### src/rtl/wbb_pkg.sv
package wbb_pkg;
    typedef enum logic [1:0] {
        ST_IDLE  = 2'd0,
        ST_BYTE  = 2'd1,
        ST_REPLY = 2'd2
    } wbb_state_e;
endpackage

### src/rtl/wbb_first_lane.sv
module wbb_first_lane #(
    parameter int LANES = 4,
    parameter int LW    = $clog2(LANES)
) (
    input  logic [LANES-1:0] pending,
    output logic [LW-1:0]    lane_idx,
    output logic             lane_any
);
    // lowest pending lane wins
    always_comb begin
        lane_idx = '0;
        lane_any = 1'b0;
        for (int i = LANES - 1; i >= 0; i--) begin
            if (pending[i]) begin
                lane_idx = LW'(i);
                lane_any = 1'b1;
            end
        end
    end
endmodule

### src/rtl/wbb_lane_pick.sv
module wbb_lane_pick #(
    parameter int LANES  = 4,
    parameter int BYTE_W = 8,
    parameter int LW     = $clog2(LANES)
) (
    input  logic [LANES*BYTE_W-1:0] word_in,
    input  logic [LW-1:0]           lane_idx,
    output logic [BYTE_W-1:0]       byte_out
);
    always_comb byte_out = word_in[lane_idx*BYTE_W +: BYTE_W];
endmodule

### src/rtl/wbb_lane_pack.sv
module wbb_lane_pack #(
    parameter int LANES  = 4,
    parameter int BYTE_W = 8,
    parameter int LW     = $clog2(LANES)
) (
    input  logic                    clk,
    input  logic                    rst_n,
    input  logic                    clear,
    input  logic                    load,
    input  logic [LW-1:0]           lane_idx,
    input  logic [BYTE_W-1:0]       byte_in,
    output logic [LANES*BYTE_W-1:0] word_out
);
    for (genvar g = 0; g < LANES; g++) begin : g_lane
        logic [BYTE_W-1:0] lane_q;
        always_ff @(posedge clk) begin
            if (!rst_n || clear) begin
                lane_q <= '0;
            end else if (load && lane_idx == LW'(g)) begin
                lane_q <= byte_in;
            end
        end
        assign word_out[g*BYTE_W +: BYTE_W] = lane_q;
    end
endmodule

### src/rtl/word_byte_bridge.sv
module word_byte_bridge
    import wbb_pkg::*;
#(
    parameter int ADDR_W = 16,
    parameter int BYTE_W = 8,
    parameter int LANES  = 4
) (
    input  logic                    clk,
    input  logic                    rst_n,
    input  logic [ADDR_W-1:0]       m_addr,
    input  logic [LANES-1:0]        m_be,
    input  logic                    m_read,
    input  logic                    m_write,
    input  logic [LANES*BYTE_W-1:0] m_wdata,
    output logic [LANES*BYTE_W-1:0] m_rdata,
    output logic                    m_wait,
    output logic [ADDR_W-1:0]       s_addr,
    output logic                    s_read,
    output logic                    s_write,
    output logic [BYTE_W-1:0]       s_wdata,
    input  logic [BYTE_W-1:0]       s_rdata,
    input  logic                    s_wait
);
    localparam int WORD_W = LANES * BYTE_W;
    localparam int LW     = $clog2(LANES);

    wbb_state_e               state_q, state_d;
    logic [LANES-1:0]         pend_q, pend_d;
    logic [ADDR_W-LW-1:0]     base_q;
    logic [WORD_W-1:0]        wdata_q;
    logic                     is_wr_q;
    logic [LW-1:0]            cur_lane;
    logic                     cur_any;
    logic [LANES-1:0]         cur_oh;
    logic [WORD_W-1:0]        packed_word;
    logic [BYTE_W-1:0]        picked_byte;
    logic                     req;
    logic                     start;
    logic                     byte_done;

    assign req       = m_read | m_write;
    assign start     = (state_q == ST_IDLE) && req && (|m_be);
    assign byte_done = (state_q == ST_BYTE) && !s_wait;
    assign cur_oh    = LANES'(1) << cur_lane;

    wbb_first_lane #(.LANES(LANES), .LW(LW)) u_first (
        .pending  (pend_q),
        .lane_idx (cur_lane),
        .lane_any (cur_any)
    );

    wbb_lane_pick #(.LANES(LANES), .BYTE_W(BYTE_W), .LW(LW)) u_pick (
        .word_in  (wdata_q),
        .lane_idx (cur_lane),
        .byte_out (picked_byte)
    );

    wbb_lane_pack #(.LANES(LANES), .BYTE_W(BYTE_W), .LW(LW)) u_pack (
        .clk      (clk),
        .rst_n    (rst_n),
        .clear    (start),
        .load     (byte_done && !is_wr_q),
        .lane_idx (cur_lane),
        .byte_in  (s_rdata),
        .word_out (packed_word)
    );

    // next-state and pending-lane logic
    always_comb begin
        state_d = state_q;
        pend_d  = pend_q;
        unique case (state_q)
            ST_IDLE: begin
                if (start) begin
                    pend_d  = m_be;
                    state_d = ST_BYTE;
                end
            end
            ST_BYTE: begin
                if (!s_wait) begin
                    pend_d = pend_q & ~cur_oh;
                    if ((pend_q & ~cur_oh) == '0) begin
                        state_d = ST_REPLY;
                    end
                end
            end
            ST_REPLY: begin
                state_d = ST_IDLE;
            end
            default: begin
                state_d = ST_IDLE;
                pend_d  = '0;
            end
        endcase
    end

    // state register and transfer latches
    always_ff @(posedge clk) begin
        if (!rst_n) begin
            state_q <= ST_IDLE;
            pend_q  <= '0;
            base_q  <= '0;
            wdata_q <= '0;
            is_wr_q <= 1'b0;
        end else begin
            state_q <= state_d;
            pend_q  <= pend_d;
            if (start) begin
                base_q  <= m_addr[ADDR_W-1:LW];
                wdata_q <= m_wdata;
                is_wr_q <= m_write;
            end
        end
    end

    // outputs
    always_comb begin
        m_wait  = 1'b0;
        m_rdata = '0;
        s_read  = 1'b0;
        s_write = 1'b0;
        s_addr  = {base_q, cur_lane};
        s_wdata = picked_byte;
        unique case (state_q)
            ST_IDLE:  m_wait = start;
            ST_BYTE: begin
                m_wait  = 1'b1;
                s_read  = cur_any && !is_wr_q;
                s_write = cur_any && is_wr_q;
            end
            ST_REPLY: begin
                if (!is_wr_q) m_rdata = packed_word;
            end
            default: m_wait = 1'b0;
        endcase
    end

    assert_strobe_excl_R10: assert property (@(posedge clk) disable iff (!rst_n)
        $onehot0({s_read, s_write}));

    assert_hold_in_wait_R9: assert property (@(posedge clk) disable iff (!rst_n)
        (s_read || s_write) && s_wait |=>
            $stable(s_addr) && $stable(s_wdata) && $stable({s_read, s_write}));

    assert_ascending_R2: assert property (@(posedge clk) disable iff (!rst_n)
        (s_read || s_write) && !s_wait |=>
            (!(s_read || s_write) || (s_addr[LW-1:0] > $past(s_addr[LW-1:0]))));

    assert_word_base_R3: assert property (@(posedge clk) disable iff (!rst_n)
        (s_read || s_write) |-> s_addr[ADDR_W-1:LW] == m_addr[ADDR_W-1:LW]);

    assert_stall_while_busy_R7: assert property (@(posedge clk) disable iff (!rst_n)
        (s_read || s_write) |-> m_wait);

    assert_empty_be_R8: assert property (@(posedge clk) disable iff (!rst_n)
        (state_q == ST_IDLE) && req && (m_be == '0) |-> !m_wait ##1 !(s_read || s_write));
endmodule

### config.mk
export PLATFORM = sky130hd
export DESIGN_NAME = word_byte_bridge
export DESIGN_NICKNAME = d
export VERILOG_FILES = /design/src/rtl/wbb_pkg.sv /design/src/rtl/wbb_first_lane.sv /design/src/rtl/wbb_lane_pick.sv /design/src/rtl/wbb_lane_pack.sv /design/src/rtl/word_byte_bridge.sv
export SDC_FILE = /design/constraint.sdc
export NUM_CORES = 1
export LEC_CHECK = 0
export ABC_AREA = 1
export ABC_CLOCK_PERIOD_IN_PS = 5500
export BUFFER_PORTS_ARGS = -buffer_cell sky130_fd_sc_hd__buf_2
export CORE_MARGIN = 2
export CORE_UTILIZATION = 56
export DETAILED_ROUTE_END_ITERATION = 6
export PLACE_DENSITY = 0.85
export SETUP_SLACK_MARGIN = 0.15
export SLEW_MARGIN = 20
export SYNTH_ARGS = -nofsm -noshare
export SYNTH_HDL_FRONTEND = slang
export SYNTH_HIERARCHICAL = 1
export SYNTH_SLANG_ARGS = --single-unit
### constraint.sdc
create_clock -name clk -period 5.5 [get_ports clk]
set_clock_uncertainty 0.1 [all_clocks]
set_input_delay 0.55 -clock clk [delete_from_list [all_inputs] [get_ports clk]]
set_output_delay 0.55 -clock clk [all_outputs]
set_load 0.05 [all_outputs]
==> results.md <==
* DRT antenna net count at 0
* Min-delay src: m_addr[2]
* Routed Wire Length at 9.76 mm
* Synth async-reset ratio at 0%
* Yosys warns at 6
* Clock-pin slew on the worst setup and hold paths at ~90 ps
* Crit-path cells: inv_1 -> a21oi_2 -> buf_4 -> inv_4 -> nand2_1 -> nand3_1 -> nand2_1 -> buf_2
* Area contributors post-synth: dfxtp_1 (41%), nor2_1 (18%), nand2_1 (11%)
* Count of different cell masters after synthesis at 23
* CTS sink cnt at 85
* Area leader, netlist: dfxtp_1
* CP Max Fanout at 26
* Ys flop type: dfxtp_1
* IO Pins at approximately 120
* Mapped cell area at 4100 um^2
* Worst path slowest cell: dfxtp_1
* Final hold violations at 0
* Drt initial violations at 199
* Reg2reg end: u_pack/g_lane[3].lane_q[3]$_SDFFE_PP0P_
* Nets@finish at 823
* WHS Path Cells at 3
* Crit start category: register
* Total negative setup slack at 0 ps
* # diodes at 0
* CTS H-tree depth at 3
* Count leader, synth: nor2_1
* Initial antenna violation count at 0
* Critical path data arrival time at between 1500 and 2000 ps
* Syn avg cell area at 6.27 um^2
* R2R depth at 8
* Hold EP: base_q[0]$_SDFFE_PN0P_
* Filler cell count at 641
* Vias per std cell at 4.76
* CTS resizes at 0
* Num rows at 31
* RSZ-0062 raised after global routing: no
* IO buf count at 121
* Run status: complete, no violations
* Yosys reg bits at 85
* Initial Util at 57.2%
* P_leak at 2.53 nW
* Final Wtd Congestion at roughly 0.84
* Synth Instances at 654
* Largest net degree at the start of global routing at 54
* GRT Total Usage at 24.3%
* Number of synthesized flops with an enable pin at 0
* Post-DP HPWL at 6.58 mm
* Area Overhead vs Synth at 19.4%
* Via count at ~4,100
* First-pass GRT wire length at approximately 15 mm
* Max-cap violations at 0
* Clock latency on the worst-skew pair at between 300 and 400 ps
* Post-DR wirelength/cell at 11.3 um
* Die ar. at 8030 um^2
* Pre-antenna DRT Iters at 4
* Sequential element share of the synthesized area at 41.5%
* Max-slew violation count at 0
* Power, Total at roughly 2.7 mW
* R2R setup slack at 2910 ps
* Share of post-route cells with drive strength above 1 at 21.0%
* Final min period at 2620 ps
* Synth Net Count at 719
* Worst vdd ir at 398 uV
* Clk buf depth at 2
* Width of the die at 89.6 um
* Tcrit/Tclk final at between 40 and 50%
* Fmax at 382 MHz
* Worst Path Required at between 4000 and 5000 ps
* CP most frequent cell: nand2_1
* Top cells by count, synth: nor2_1 (201), nand2_1 (116), inv_1 (110)
* Crit. End Element: primary output
* Core area at about 7200 um^2
* Hold crit path type: input port to register
* Setup Viol. Count Final at 0
* Die H at ~90 um
* Reg-to-Reg Start: state_q[1]$_SDFFE_PN0P_
* Crit Path Class: register to primary output
* Clock buffer count from CTS at 9
* Share of the synthesized area in the top cell type at 41.5%
* Multi-input gate area at 1800 um^2
* CTS tree: yes
* Vias in the first global route at 3,620
* Congestion Overflow GR at 0
* Measured slew at the worst slew-check pin at 815 ps
* Worst slew margin at 45.6%
* Clk root buf: clkbuf_8
* Pwr Density at between 500 and 600 nW/um^2
* CTS Hold Bufs at 0
* Setup bufs post-CTS at 0
* DRC Markers at 0
* Register area at 1700 um^2
* Max incr delay on CP at ~420 ps
## report_power, final
part | internal, mW | switching [mW] | leakage [nW]
sequential | 0.747 | 0.0782 | 0.698
combinational | 0.340 | 1.04 | 1.73
clock | 0.230 | 0.237 | 0.106
total | 1.32 | 1.36 | 2.53
## cells by family (layout without fill, tap and decap cells)
group	Yosys count	count (layout)	share of synthesized area (%)
and+or+nand+nor	358	358	34.9
AOI/OAI and AO/OA	65	65	8.36
buffers and inverters	146	255	15.2
DFF	85	85	41.5
## layer usage
| layer | vias to the layer above | GRT usage (%) | part of all wire (%) |
|---|---|---|---|
| met5 | - | 0 | 0 |
| met1 | 1806 | 31.7 | 45 |
| li1 | 2136 | - | - |
| met3 | 24 | 4.48 | 6.3 |
| met2 | 134 | 39.6 | 46 |
| met4 | 0 | 10.2 | 2.4 |
## how the worst max path moves through the flow
stage                                 start                                      end  slack (ps)
finish               pend_q[1]$_SDFFE_PN0P_                               s_wdata[7]        2880
global placement                    m_write  u_pack/g_lane[0].lane_q[5]$_SDFFE_PP0P_        2310
CTS                    is_wr_q$_SDFFE_PN0P_                              m_rdata[17]        2480
floorplan            pend_q[3]$_SDFFE_PN0P_                               s_wdata[0]        2020
detailed placement                  m_write  u_pack/g_lane[3].lane_q[3]$_SDFFE_PP0P_        2650
global route        state_q[1]$_SDFFE_PN0P_  u_pack/g_lane[3].lane_q[5]$_SDFFE_PP0P_        2690
## registers in the layout, summed over array words and instances (netlist names)
signal                flops
base_q                   14
is_wr_q                   1
pend_q                    4
state_q                   2
u_pack/g_lane.lane_q     32
wdata_q                  32
## placed cells by master, fill, tap and decap left out, drive strengths merged
cell type  count
a211oi         1
a21oi         15
buf          124
bufinv         1
clkbuf        10
clkinvlp       1
dfxtp         85
inv          119
nand2        118
nand3         30
nor2         206
nor3           4
o21ai         49
## critical path, delay by kind of cell (launching register included)
| kind | cells | cell delay, ps |
|---|---|---|
| AOI/OAI and AO/OA | 1 | 130 |
| buffers and inverters | 4 | 800 |
| DFF | 1 | 420 |
| and+or+nand+nor | 3 | 280 |
## area by class of cell
cell class | count | share of cell area (%)
timing repair buffer | 124 | 12.8
inverter | 115 | 8.87
multi-input combinational | 423 | 36.7
tap | 99 | 2.53
sequential | 85 | 34.7
clock inverter | 6 | 1.53
clock buffer | 10 | 2.81
## stage by stage
stage	utilization [%]	hold WS, ps	cells	worst slack, ps	instance area, um^2
floorplan	-	352	654	2020	4100
global placement	65.1	359	846	2310	4670
detailed placement	65.2	368	846	2650	4680
CTS	68.2	335	862	2480	4890
global route	68.2	347	862	2690	4900
finish	68.2	344	862	2880	4900
Power figures use the tool's default switching activity.
